`src/rtl/ecc_err_resp.sv`:
```
module ecc_err_resp #(
  parameter int DW = 64,
  parameter int AW = 32
) (
  input  logic                clk,
  input  logic                rst_n,
  input  logic                acc_valid,
  input  logic [2:0]          acc_type,
  input  logic [AW-1:0]       acc_addr,
  input  logic [DW-1:0]       mem_rdata,
  input  logic [hbits(DW):0]  mem_rcheck,
  input  logic [DW-1:0]       wr_data,
  input  logic [DW/8-1:0]     wr_be,
  input  logic                int_en,
  input  logic                mcp_en,
  input  logic                scrub_wb_en,
  input  logic                err_clr,
  output logic                host_ack,
  output logic [DW-1:0]       host_rdata,
  output logic                mem_we,
  output logic [DW-1:0]       mem_wdata,
  output logic [hbits(DW):0]  mem_wcheck,
  output logic                err_int,
  output logic                err_mcp,
  output logic                stat_valid,
  output logic                stat_ovf,
  output logic                stat_dbl,
  output logic [AW-1:0]       stat_addr,
  output logic [hbits(DW):0]  stat_syn
);

  function automatic int hbits(input int n);
    int res;
    res = 0;
    for (int r = 16; r >= 1; r--)
      if ((1 << r) >= n + r + 1) res = r;
    return res;
  endfunction

  localparam int HB = hbits(DW);
  localparam int CW = HB + 1;
  localparam int NP = DW + HB;
  localparam int NB = DW / 8;

  localparam logic [2:0] T_RD  = 3'd0;
  localparam logic [2:0] T_RDB = 3'd1;
  localparam logic [2:0] T_WR  = 3'd2;
  localparam logic [2:0] T_WRB = 3'd3;
  localparam logic [2:0] T_SCR = 3'd4;

  localparam logic [1:0] C_NONE = 2'd0;
  localparam logic [1:0] C_SGL  = 2'd1;
  localparam logic [1:0] C_DBL  = 2'd2;

  function automatic logic [HB-1:0] ham(input logic [DW-1:0] d);
    logic [HB-1:0] c;
    int k;
    c = '0;
    k = 0;
    for (int p = 1; p <= NP; p++) begin
      if ((p & (p - 1)) != 0) begin
        for (int j = 0; j < HB; j++)
          if (((p >> j) & 1) == 1) c[j] = c[j] ^ d[k];
        k++;
      end
    end
    return c;
  endfunction

  function automatic logic [CW-1:0] enc(input logic [DW-1:0] d);
    logic [HB-1:0] h;
    h = ham(d);
    return {^{d, h}, h};
  endfunction

  logic [HB-1:0] syn;
  logic          par;
  logic [1:0]    cls;
  logic [DW-1:0] corr, merged, wd;
  logic          checked, err, we_n, held;

  assign syn = ham(mem_rdata) ^ mem_rcheck[HB-1:0];
  assign par = ^{mem_rdata, mem_rcheck};
  assign cls = par ? C_SGL : (syn != '0) ? C_DBL : C_NONE;

  always_comb begin : correct_b
    int k;
    corr = mem_rdata;
    k = 0;
    for (int p = 1; p <= NP; p++) begin
      if ((p & (p - 1)) != 0) begin
        if (p == int'(syn)) corr[k] = ~corr[k];
        k++;
      end
    end
  end

  always_comb begin
    for (int b = 0; b < NB; b++)
      merged[b*8 +: 8] = wr_be[b] ? wr_data[b*8 +: 8] : corr[b*8 +: 8];
  end

  assign wd = (acc_type == T_WRB) ? wr_data : (acc_type == T_WR) ? merged : corr;

  assign checked = acc_valid && (acc_type == T_RD || acc_type == T_RDB ||
                                 acc_type == T_WR || acc_type == T_SCR);
  assign err  = checked && cls != C_NONE;
  assign held = stat_valid && !err_clr;
  assign we_n = acc_valid && ((acc_type == T_WRB) ||
                              (acc_type == T_WR && cls != C_DBL) ||
                              (acc_type == T_SCR && cls == C_SGL && scrub_wb_en));

  always_ff @(posedge clk or negedge rst_n) begin
    if (!rst_n) begin
      host_ack   <= 1'b0;
      host_rdata <= '0;
      mem_we     <= 1'b0;
      mem_wdata  <= '0;
      mem_wcheck <= '0;
      err_int    <= 1'b0;
      err_mcp    <= 1'b0;
      stat_valid <= 1'b0;
      stat_ovf   <= 1'b0;
      stat_dbl   <= 1'b0;
      stat_addr  <= '0;
      stat_syn   <= '0;
    end else begin
      host_ack <= acc_valid && acc_type <= T_WRB;
      if (acc_valid && acc_type <= T_RDB)
        host_rdata <= (cls == C_DBL) ? mem_rdata : corr;
      mem_we <= we_n;
      if (we_n) begin
        mem_wdata  <= wd;
        mem_wcheck <= enc(wd);
      end
      err_int  <= (err_int && !err_clr) || (err && int_en);
      err_mcp  <= (err_mcp && !err_clr) ||
                  (checked && acc_type != T_SCR && cls == C_DBL && mcp_en);
      stat_ovf <= (stat_ovf && !err_clr) || (err && held);
      if (!held) begin
        stat_valid <= err;
        if (err) begin
          stat_addr <= acc_addr;
          stat_syn  <= {par, syn};
          stat_dbl  <= (cls == C_DBL);
        end
      end
    end
  end


  ack_kind_chk: assert property (@(posedge clk) disable iff (!rst_n)
    host_ack |-> $past(acc_valid && acc_type <= T_WRB));


  no_dbl_write_chk: assert property (@(posedge clk) disable iff (!rst_n)
    mem_we |-> $past(acc_valid && (acc_type == T_WRB || cls != C_DBL)));


  scrub_wb_chk: assert property (@(posedge clk) disable iff (!rst_n)
    (mem_we && $past(acc_type == T_SCR)) |-> $past(scrub_wb_en));


  int_hold_chk: assert property (@(posedge clk) disable iff (!rst_n)
    (err_int && !err_clr) |=> err_int);


  scrub_no_mcp_chk: assert property (@(posedge clk) disable iff (!rst_n)
    $rose(err_mcp) |-> $past(acc_valid && acc_type != T_SCR && mcp_en));


  ovf_valid_chk: assert property (@(posedge clk) disable iff (!rst_n)
    stat_ovf |-> stat_valid);


  stat_hold_chk: assert property (@(posedge clk) disable iff (!rst_n)
    (stat_valid && !err_clr) |=> ($stable(stat_addr) && $stable(stat_syn)));


  unused_kind_chk: assert property (@(posedge clk) disable iff (!rst_n)
    (acc_valid && acc_type > T_SCR) |=> (!host_ack && !mem_we));

endmodule

```
`config.mk`:
```
export PLATFORM = sky130hd
export DESIGN_NAME = ecc_err_resp
export DESIGN_NICKNAME = d
export VERILOG_FILES = /design/src/rtl/ecc_err_resp.sv
export SDC_FILE = /design/constraint.sdc
export NUM_CORES = 1
export LEC_CHECK = 0
export BUFFER_PORTS_ARGS = -buffer_cell sky130_fd_sc_hd__buf_2
export CAP_MARGIN = 20
export CORE_MARGIN = 8
export CORE_UTILIZATION = 50
export CTS_CLUSTER_DIAMETER = 40
export DETAILED_ROUTE_END_ITERATION = 8
export PLACE_DENSITY = 0.76
export REMOVE_ABC_BUFFERS = 1
export SYNTH_ARGS = -nofsm -noshare
export SYNTH_HDL_FRONTEND = slang
export SYNTH_SLANG_ARGS = --single-unit
export TNS_END_PERCENT = 30
```
`constraint.sdc`:
```
create_clock -name clk -period 3.3 [get_ports clk]
set_input_delay 0.66 -clock clk [delete_from_list [all_inputs] [get_ports clk]]
set_output_delay 0.66 -clock clk [all_outputs]
set_load 0.01 [all_outputs]
```
==> impl_metrics.env, run 1 <==
export IMPL_synth_compound_area_share_pct=10.3
export IMPL_seq_area_um2=4580
export IMPL_rsz0062_at_grt="true"
export IMPL_antenna_found_initial=4
export IMPL_drtPass1Iterations=6
export IMPL_status="finished with violations"
export IMPL_dieArea_um2=29700
export IMPL_initial_core_util_pct=50.6
export IMPL_busiest_layer="met2"
export IMPL_setup_violations=182
export IMPL_numCtsBuffers=17
export IMPL_total_leakage_power_nw=9.55
export IMPL_ios=369
export IMPL_cp_startpoint="mem_rdata[45]"
export IMPL_path_cells="buf_8 > xnor2_4 > xnor3_2 > xnor2_2 > xnor3_1 > xnor2_1 > buf_4 > buf_4 > nor4_1 > buf_4 > xnor2_1 > o21ai_1 > xnor2_1 > xnor2_1 > xnor2_1 > xnor3_1 > xnor2_2 > xnor3_1 > o21ai_1"
export IMPL_total_power_mw=24.6
export IMPL_cp_required_ps=3680
export IMPL_cp_num_buf_inv=4
export IMPL_crit_reg2reg_launch="stat_valid"
export IMPL_die_x_um=172
export IMPL_multi_input_area_um2=8740
export IMPL_worstPathMaxFanout=5
export IMPL_power_frac_seq_pct=14.3
export IMPL_swShare_pct=43.1
export IMPL_drv_cap=0
export IMPL_syn_avg_cell_area_um2=9.69
export IMPL_hold_class="input pin to async pin"
export IMPL_synth_mux_area_fraction_pct=6.61
export IMPL_fin_crit_ps=5050
export IMPL_core_area_um2=24200
export IMPL_synth_adder_area_share_pct=0
export IMPL_slowest_stage="nor4_1"
export IMPL_totalWireLength_um=59200
export IMPL_start_kind="input pin"
export IMPL_fin_nets=2192
export IMPL_max_freq_mhz=198
export IMPL_clk_pin_slew_worst_paths_ps=80
export IMPL_drt_initial_drc_count=1670
export IMPL_ys_seq_elements=183
export IMPL_synth_edf_count=0
export IMPL_max_slew_margin_pct=35.1
export IMPL_met2_usage_pct=57.4
export IMPL_synthCells=1263
export IMPL_post_synth_and_or_nand_nor_area_fraction_pct=13.0
export IMPL_hpwl_um=40700
export IMPL_p_clk_share_pct=9.0
export IMPL_grt_pass1_vias=13526
export IMPL_slew_viol_final=0
export IMPL_row_count=57
export IMPL_clock_path_buffers=2
export IMPL_grt_use_met3_pct=7.83
export IMPL_cpMostUsedCell="xnor2_1"
export IMPL_layout_commonest_cell="buf_2"
export IMPL_ant_nets=0
export IMPL_crit_type="input pin to flip-flop"
export IMPL_grt_pass1_wl_um=79800
export IMPL_drc=0
export IMPL_postLayoutCoreUtil_pct=84.2
export IMPL_fin_ws_ps=-1750
export IMPL_htreeDepth=4
export IMPL_synth_xor_area_share_pct=29.8
export IMPL_worstMarginPinSlew_ps=963
export IMPL_synth_top_family_by_area="XOR/XNOR gates"
export IMPL_final_cell_mix="buf_2, buf_4, dfrtp_1, xnor2_1, nor2_1"
export IMPL_fillCellCount=1310
export IMPL_pwr_share_comb_pct=76.7
export IMPL_fin_crit_sh_pct=153
export IMPL_clkLatencyLatePin_ps=450
export IMPL_syn_cell_area_um2=12200
export IMPL_ys_flop_type="dfrtp_1"
export IMPL_gr_usage_all_layers_pct=36.3
export IMPL_cts_root_buf="clkbuf_16"
export IMPL_die_h_um=172
export IMPL_yosysSeqAreaShare_pct=37.4
export IMPL_overflow=0
export IMPL_yosysWarnings=0
export IMPL_arrival_ps=5420
export IMPL_slowest_delay_ps=580
export IMPL_grt_max_degree=129
export IMPL_report_final_hold_viol_count=0
export IMPL_ir_drop_mv=0.978
export IMPL_via_count=13658
export IMPL_grt_use_met1_pct=45.9
export IMPL_crit_family="XOR/XNOR gates"
export IMPL_pwr_density_cell_nw_per_um2=1210
export IMPL_drive_above_1_share_pct=56.3
export IMPL_area_growth_pct=66.3
export IMPL_wl_per_cell_um=25.2
export IMPL_cp_end_kind="flip-flop"
export IMPL_vias_per_cell=5.81
export IMPL_place_congestion=1.03
export IMPL_async_reset_ff_share_pct=100
export IMPL_synthDistinctLibCells=50
export IMPL_cts_sinks=183
export IMPL_skew_ps=7.04
export IMPL_violations="setup timing"
export IMPL_cts_tree="yes"
export IMPL_power_internal_mw=14.0
export IMPL_io_buffers=368
export IMPL_power_switching_mw=10.6
export IMPL_cts_hold_buf=0
-- power groups by stage --
stage / clock [mW] / sequential, mW / combinational, mW
floorplan: 0 / 3.80 / 6.49
global placement: 0 / 3.42 / 13.3
detailed placement: 0 / 3.46 / 13.4
CTS: 2.22 / 3.44 / 16.5
global route: 2.31 / 3.59 / 19.5
finish: 2.23 / 3.52 / 18.9
-- cell usage after synthesis (all sizes together) (10+ instances only) --
library cell    n  area share (%)
o21ai          92             3.8
or3            20             1.0
nor2          140             4.4
a31oi          10            0.51
clkbuf         61             1.9
nand3          19            0.78
mux2           60             5.6
buf            20            0.85
dfrtp         183              37
mux2i          13             1.1
nand2         130             4.0
xnor3          47             8.7
a21oi          97             4.0
xor2           90             6.4
nand2b         11            0.56
xnor2         189              14
-- state kept, by name, indices dropped and copies added, names as in the netlist --
name,count
stat_ovf,1
err_mcp,1
mem_we,1
stat_valid,1
mem_wdata,64
stat_dbl,1
err_int,1
stat_addr,32
stat_syn,8
host_ack,1
host_rdata,64
mem_wcheck,8
-- per-stage QoR --
step	area (um2)	cells	setup WS (ps)	setup TNS (ps)	hold WS, ps
floorplan	11900	1182	-2440	-349470	364
global placement	16900	2220	-2210	-202640	456
detailed placement	16900	2220	-2300	-211590	466
CTS	19400	2314	-1470	-106220	209
global route	20300	2346	-1910	-136370	232
finish	20400	2350	-1750	-126550	200
-- layout make-up --
cell class              count  share of cell area (%)
flip-flops and latches    183                    22.5
clock buffers              17                    2.09
well taps                 324                    1.99
multi-input cells         994                    42.9
clock inverters            15                    1.00
repair buffers            804                    29.3
diodes                      7                  0.0860
inverters                   6                   0.111
-- timing repair --
action                                  in CTS  in global routing
cloned                                      15                  7
hold endpoints to repair                     0                  0
pin swaps                                   66                 43
endpoints found under the setup margin     182                182
setup buffers                               54                 26
resized for setup                          276                147
-- final timing paths --
path / endpoint / slack [ps] / cells after the start
max: mem_wcheck[7] / -1750 / 19
min: mem_wdata[51] / 200 / 1
max reg2reg: stat_addr[25] / 1780 / 6
min reg2reg: mem_wdata[37] / 480 / 2
max in group asynchronous: stat_syn[2] / 2340 / 2
min in group clk: stat_ovf / 410 / 2
-- kinds of logic after synthesis --
group,after synthesis
and+or+nand+nor,362
DFF,183
AOI/OAI and AO/OA,228
muxes,73
buffers and inverters,87
xor gates and xnor gates,330
-- worst register-to-register path, cell delays in order, from the launching register on --
cell and delay [ps]:
dfrtp_1 420, nand2b_1 130, and2_4 220, buf_12 120, buf_12 90, buf_16 110
mux2_2 330
-- per-layer routing --
metal	vias up	wire length, um
li1	5706	-
met2	1074	26700
met4	2	4270
met1	6560	21500
met3	316	6700
met5	-	12
No activity file was read; power rests on OpenSTA's default activity.
==> run 2, diff against run 1 <==
--- a/config.mk
+++ b/config.mk
@@ -8,10 +8,10 @@
 export BUFFER_PORTS_ARGS = -buffer_cell sky130_fd_sc_hd__buf_2
 export CAP_MARGIN = 20
 export CORE_MARGIN = 8
-export CORE_UTILIZATION = 50
+export CORE_UTILIZATION = 57
 export CTS_CLUSTER_DIAMETER = 40
 export DETAILED_ROUTE_END_ITERATION = 8
-export PLACE_DENSITY = 0.76
+export PLACE_DENSITY = 0.85
 export REMOVE_ABC_BUFFERS = 1
 export SYNTH_ARGS = -nofsm -noshare
 export SYNTH_HDL_FRONTEND = slang
==> run 2 against run 1 <==
The flow now stops in global routing (5_1_grt). Synthesized cell count stayed put. Synthesized area unchanged.
==> impl_metrics.env, run 2 <==
export IMPL_ios=369
export IMPL_hpwl_um=41300
export IMPL_synth_edf_count=0
export IMPL_worstEpCategory="sequential cell input"
export IMPL_async_reset_ff_share_pct=100
export IMPL_yosysTopAreaCell="dfrtp_1"
export IMPL_postGrtWorstEndpoint="mem_wcheck[7]$_DFFE_PN0P_/D"
export IMPL_synthDistinctLibCells=50
export IMPL_ys_seq_elements=183
export IMPL_gr_usage_all_layers_pct=90.8
export IMPL_synth_top_area_share_pct=37.4
export IMPL_die_h_um=163
export IMPL_cts_hold_buf=0
export IMPL_status="did not finish"
export IMPL_numCtsBuffers=17
export IMPL_syn_avg_cell_area_um2=9.69
export IMPL_synthCells=1263
export IMPL_clock_path_buffers=2
export IMPL_initial_core_util_pct=58.2
export IMPL_row_count=53
export IMPL_cts_sinks=183
export IMPL_yosysMostFrequentCell="xnor2_1"
export IMPL_syn_cell_area_um2=12200
export IMPL_cts_root_buf="clkbuf_16"
export IMPL_stop_stage="global routing (5_1_grt)"
export IMPL_synth_common_cells="xnor2_1, dfrtp_1, nor2_1"
export IMPL_ys_flop_type="dfrtp_1"
export IMPL_yosysSeqAreaShare_pct=37.4
export IMPL_first_error="[ERROR GRT-0232] Routing congestion too high. Check the congestion heatmap in the GUI."
export IMPL_die_x_um=163
export IMPL_place_congestion=1.05
export IMPL_overflow=1448
export IMPL_grt_max_degree=75
export IMPL_yosysWarnings=0
export IMPL_io_buffers=368
export IMPL_ys_top_cells_by_area="dfrtp_1, xnor2_1, xnor3_1"
export IMPL_dp_slack_ps=-2180
export IMPL_htreeDepth=4
run 2: cell counts after synthesis:
No cell type changed its count.
run 2: layer usage:
layer | overflow | track usage, %
met5 | 5 | 44.2
met4 | 345 | 100
met3 | 29 | 76.4
met2 | 1049 | 113
met1 | 20 | 81.1
run 2: cells by family after synthesis:
kind of cell              Yosys count  synth area share, %
and+or+nand+nor                   362                 13.0
xor gates and xnor gates          330                 29.8
AOI/OAI and AO/OA                 228                 10.3
DFF                               183                 37.4
buffers and inverters              87                 2.90
muxes                              73                 6.61
run 2: timing repair:
action                                 4_1_cts
gates cloned                                 9
gates resized for setup                    254
setup buffers                               72
endpoints found under the hold margin        0
pin swaps                                   89
setup endpoints to repair                  182
run 2: stage by stage:
| stage | instances | hold WS [ps] | cell area, um2 |
|---|---|---|---|
| 3_3_place_gp | 2177 | 456 | 16800 |
| 2_1_floorplan | 1182 | 364 | 11900 |
| 4_1_cts | 2275 | 268 | 19300 |
| 3_5_place_dp | 2177 | 461 | 16800 |
==> run 3, diff against run 2 <==
--- a/config.mk
+++ b/config.mk
@@ -8,10 +8,9 @@
 export BUFFER_PORTS_ARGS = -buffer_cell sky130_fd_sc_hd__buf_2
 export CAP_MARGIN = 20
 export CORE_MARGIN = 8
-export CORE_UTILIZATION = 57
-export CTS_CLUSTER_DIAMETER = 40
+export CORE_UTILIZATION = 40
 export DETAILED_ROUTE_END_ITERATION = 8
-export PLACE_DENSITY = 0.85
+export PLACE_DENSITY_LB_ADDON = 0.15
 export REMOVE_ABC_BUFFERS = 1
 export SYNTH_ARGS = -nofsm -noshare
 export SYNTH_HDL_FRONTEND = slang
==> run 3 against run 2 <==
The flow now finishes, with violations (setup timing).
==> impl_metrics.env, run 3 (synthesis gave the netlist of run 1 again) <==
export IMPL_area_growth_pct=68.5
export IMPL_violations="setup timing"
export IMPL_report_final_hold_viol_count=0
export IMPL_drtPass1Iterations=5
export IMPL_htreeDepth=4
export IMPL_status="finished with violations"
export IMPL_fin_nets=2196
export IMPL_postLayoutCoreUtil_pct=68.0
export IMPL_via_count=12454
export IMPL_ios=369
export IMPL_wl_per_cell_um=22.7
export IMPL_fin_crit_sh_pct=145
export IMPL_drive_above_1_share_pct=57.8
export IMPL_worstMarginPinSlew_ps=696
export IMPL_slew_viol_final=0
export IMPL_totalWireLength_um=55000
export IMPL_initial_core_util_pct=40.3
export IMPL_drc=0
export IMPL_arrival_ps=5160
export IMPL_clock_path_buffers=2
export IMPL_total_leakage_power_nw=9.70
export IMPL_vias_per_cell=5.14
export IMPL_final_cell_mix="buf_4, buf_2, dfrtp_1, xnor2_1, nor2_1"
export IMPL_fin_crit_ps=4780
export IMPL_largest_registers="host_rdata x64, mem_wdata x64, stat_addr x32"
export IMPL_fin_ws_ps=-1480
export IMPL_wl_met3_um=4500
export IMPL_setup_violations=181
export IMPL_wl_met2_um=25900
export IMPL_cts_sinks=183
export IMPL_cts_hold_buf=0
export IMPL_grt_max_degree=129
export IMPL_worstPathMaxFanout=6
export IMPL_max_freq_mhz=209
export IMPL_cp_end_kind="flip-flop"
export IMPL_layout_commonest_cell="buf_4"
export IMPL_core_area_um2=30300
export IMPL_row_count=64
export IMPL_placed_area_um2=17200
export IMPL_clkLatencyLatePin_ps=460
export IMPL_grt_pass1_wl_um=80300
export IMPL_io_buffers=368
export IMPL_grt_pass1_vias=13037
export IMPL_cts_root_buf="clkbuf_16"
export IMPL_clk_pin_slew_worst_paths_ps=80
export IMPL_antenna_found_initial=7
export IMPL_dieArea_um2=36500
export IMPL_overflow=0
export IMPL_skew_ps=3.51
export IMPL_start_kind="input pin"
export IMPL_numCtsBuffers=17
export IMPL_final_area_um2=20600
export IMPL_cts_tree="yes"
export IMPL_total_power_mw=24.0
export IMPL_drv_cap=0
export IMPL_pwr_density_cell_nw_per_um2=1170
export IMPL_rsz0062_at_grt="true"
export IMPL_die_x_um=191
export IMPL_crit_type="input pin to flip-flop"
export IMPL_hpwl_um=42700
export IMPL_fin_cells=2422
export IMPL_ant_nets=0
export IMPL_gr_usage_all_layers_pct=29.5
export IMPL_max_slew_margin_pct=53.1
export IMPL_top_layer="met5"
export IMPL_place_congestion=0.927
export IMPL_hold_class="input pin to async pin"
export IMPL_cp_required_ps=3680
export IMPL_wl_met1_um=23000
export IMPL_dpl_cell_count=2318
export IMPL_ir_drop_mv=1.16
export IMPL_drt_initial_drc_count=830
export IMPL_die_h_um=191
## run 3: worst paths after layout
check                              startpoint            end  slack (ps)  depth (start not counted)
worst max-delay path             mem_rdata[6]  mem_wcheck[7]       -1480                         21
worst min-delay path                    rst_n  mem_wdata[63]         240                          1
worst max register to register     stat_valid  stat_addr[21]        1850                          5
worst min register to register  mem_wdata[47]  mem_wdata[47]         480                          2
max in group asynchronous               rst_n  stat_addr[21]        2370                          2
min in group clk                      err_clr       stat_ovf         390                          2
## run 3: timing repair
item,in CTS,in global routing
hold endpoints to repair,0,0
endpoints found under the setup margin,182,182
buffers inserted,51,18
gates resized for setup,255,214
cloned,10,2
pin swaps,68,77
## run 3: layout make-up
type	instances	area (um2)
Fill cell	2412	9720
Clock inverter	15	196
Timing Repair Buffer	809	5900
Multi-Input combinational cell	993	9010
Sequential cell	183	4580
Inverter	6	22.5
Clock buffer	17	425
Antenna cell	3	7.51
Tap cell	396	495
## run 3: worst max-delay path, stage by stage
cell and delay [ps]:
buf_4 170, xor2_2 200, xnor2_2 150, xnor2_1 130
buf_4 150, buf_4 140, xnor2_2 180, xnor3_2 540
buf_4 200, and3_2 280, buf_4 180, nor4b_2 160
a211oi_1 190, buf_4 200, xnor2_1 80, xnor2_1 340
xnor2_2 190, xnor3_1 390, xnor2_2 180, xnor3_1 330
o21ai_1 120
## run 3: power breakdown
group          total (mW)  switching (mW)  internal [mW]
clock network        2.23            1.12           1.11
registers            3.47           0.445           3.02
logic                18.4            8.52           9.83
total                24.0            10.1           14.0
## run 3: metal layers
layer	GRT usage (%)	up-vias
li1	-	5733
met1	38.8	6076
met2	48.1	540
met3	6.62	97
met4	8.62	8
met5	0	-
## run 3: metrics by stage
step / worst slack (ps) / TNS [ps] / hold slack [ps]
finish: -1480 / -91690 / 243
CTS: -1450 / -145060 / 275
global placement: -2150 / -208410 / 455
detailed placement: -2220 / -216890 / 465
global route: -1660 / -109210 / 294
floorplan: -2440 / -349470 / 364
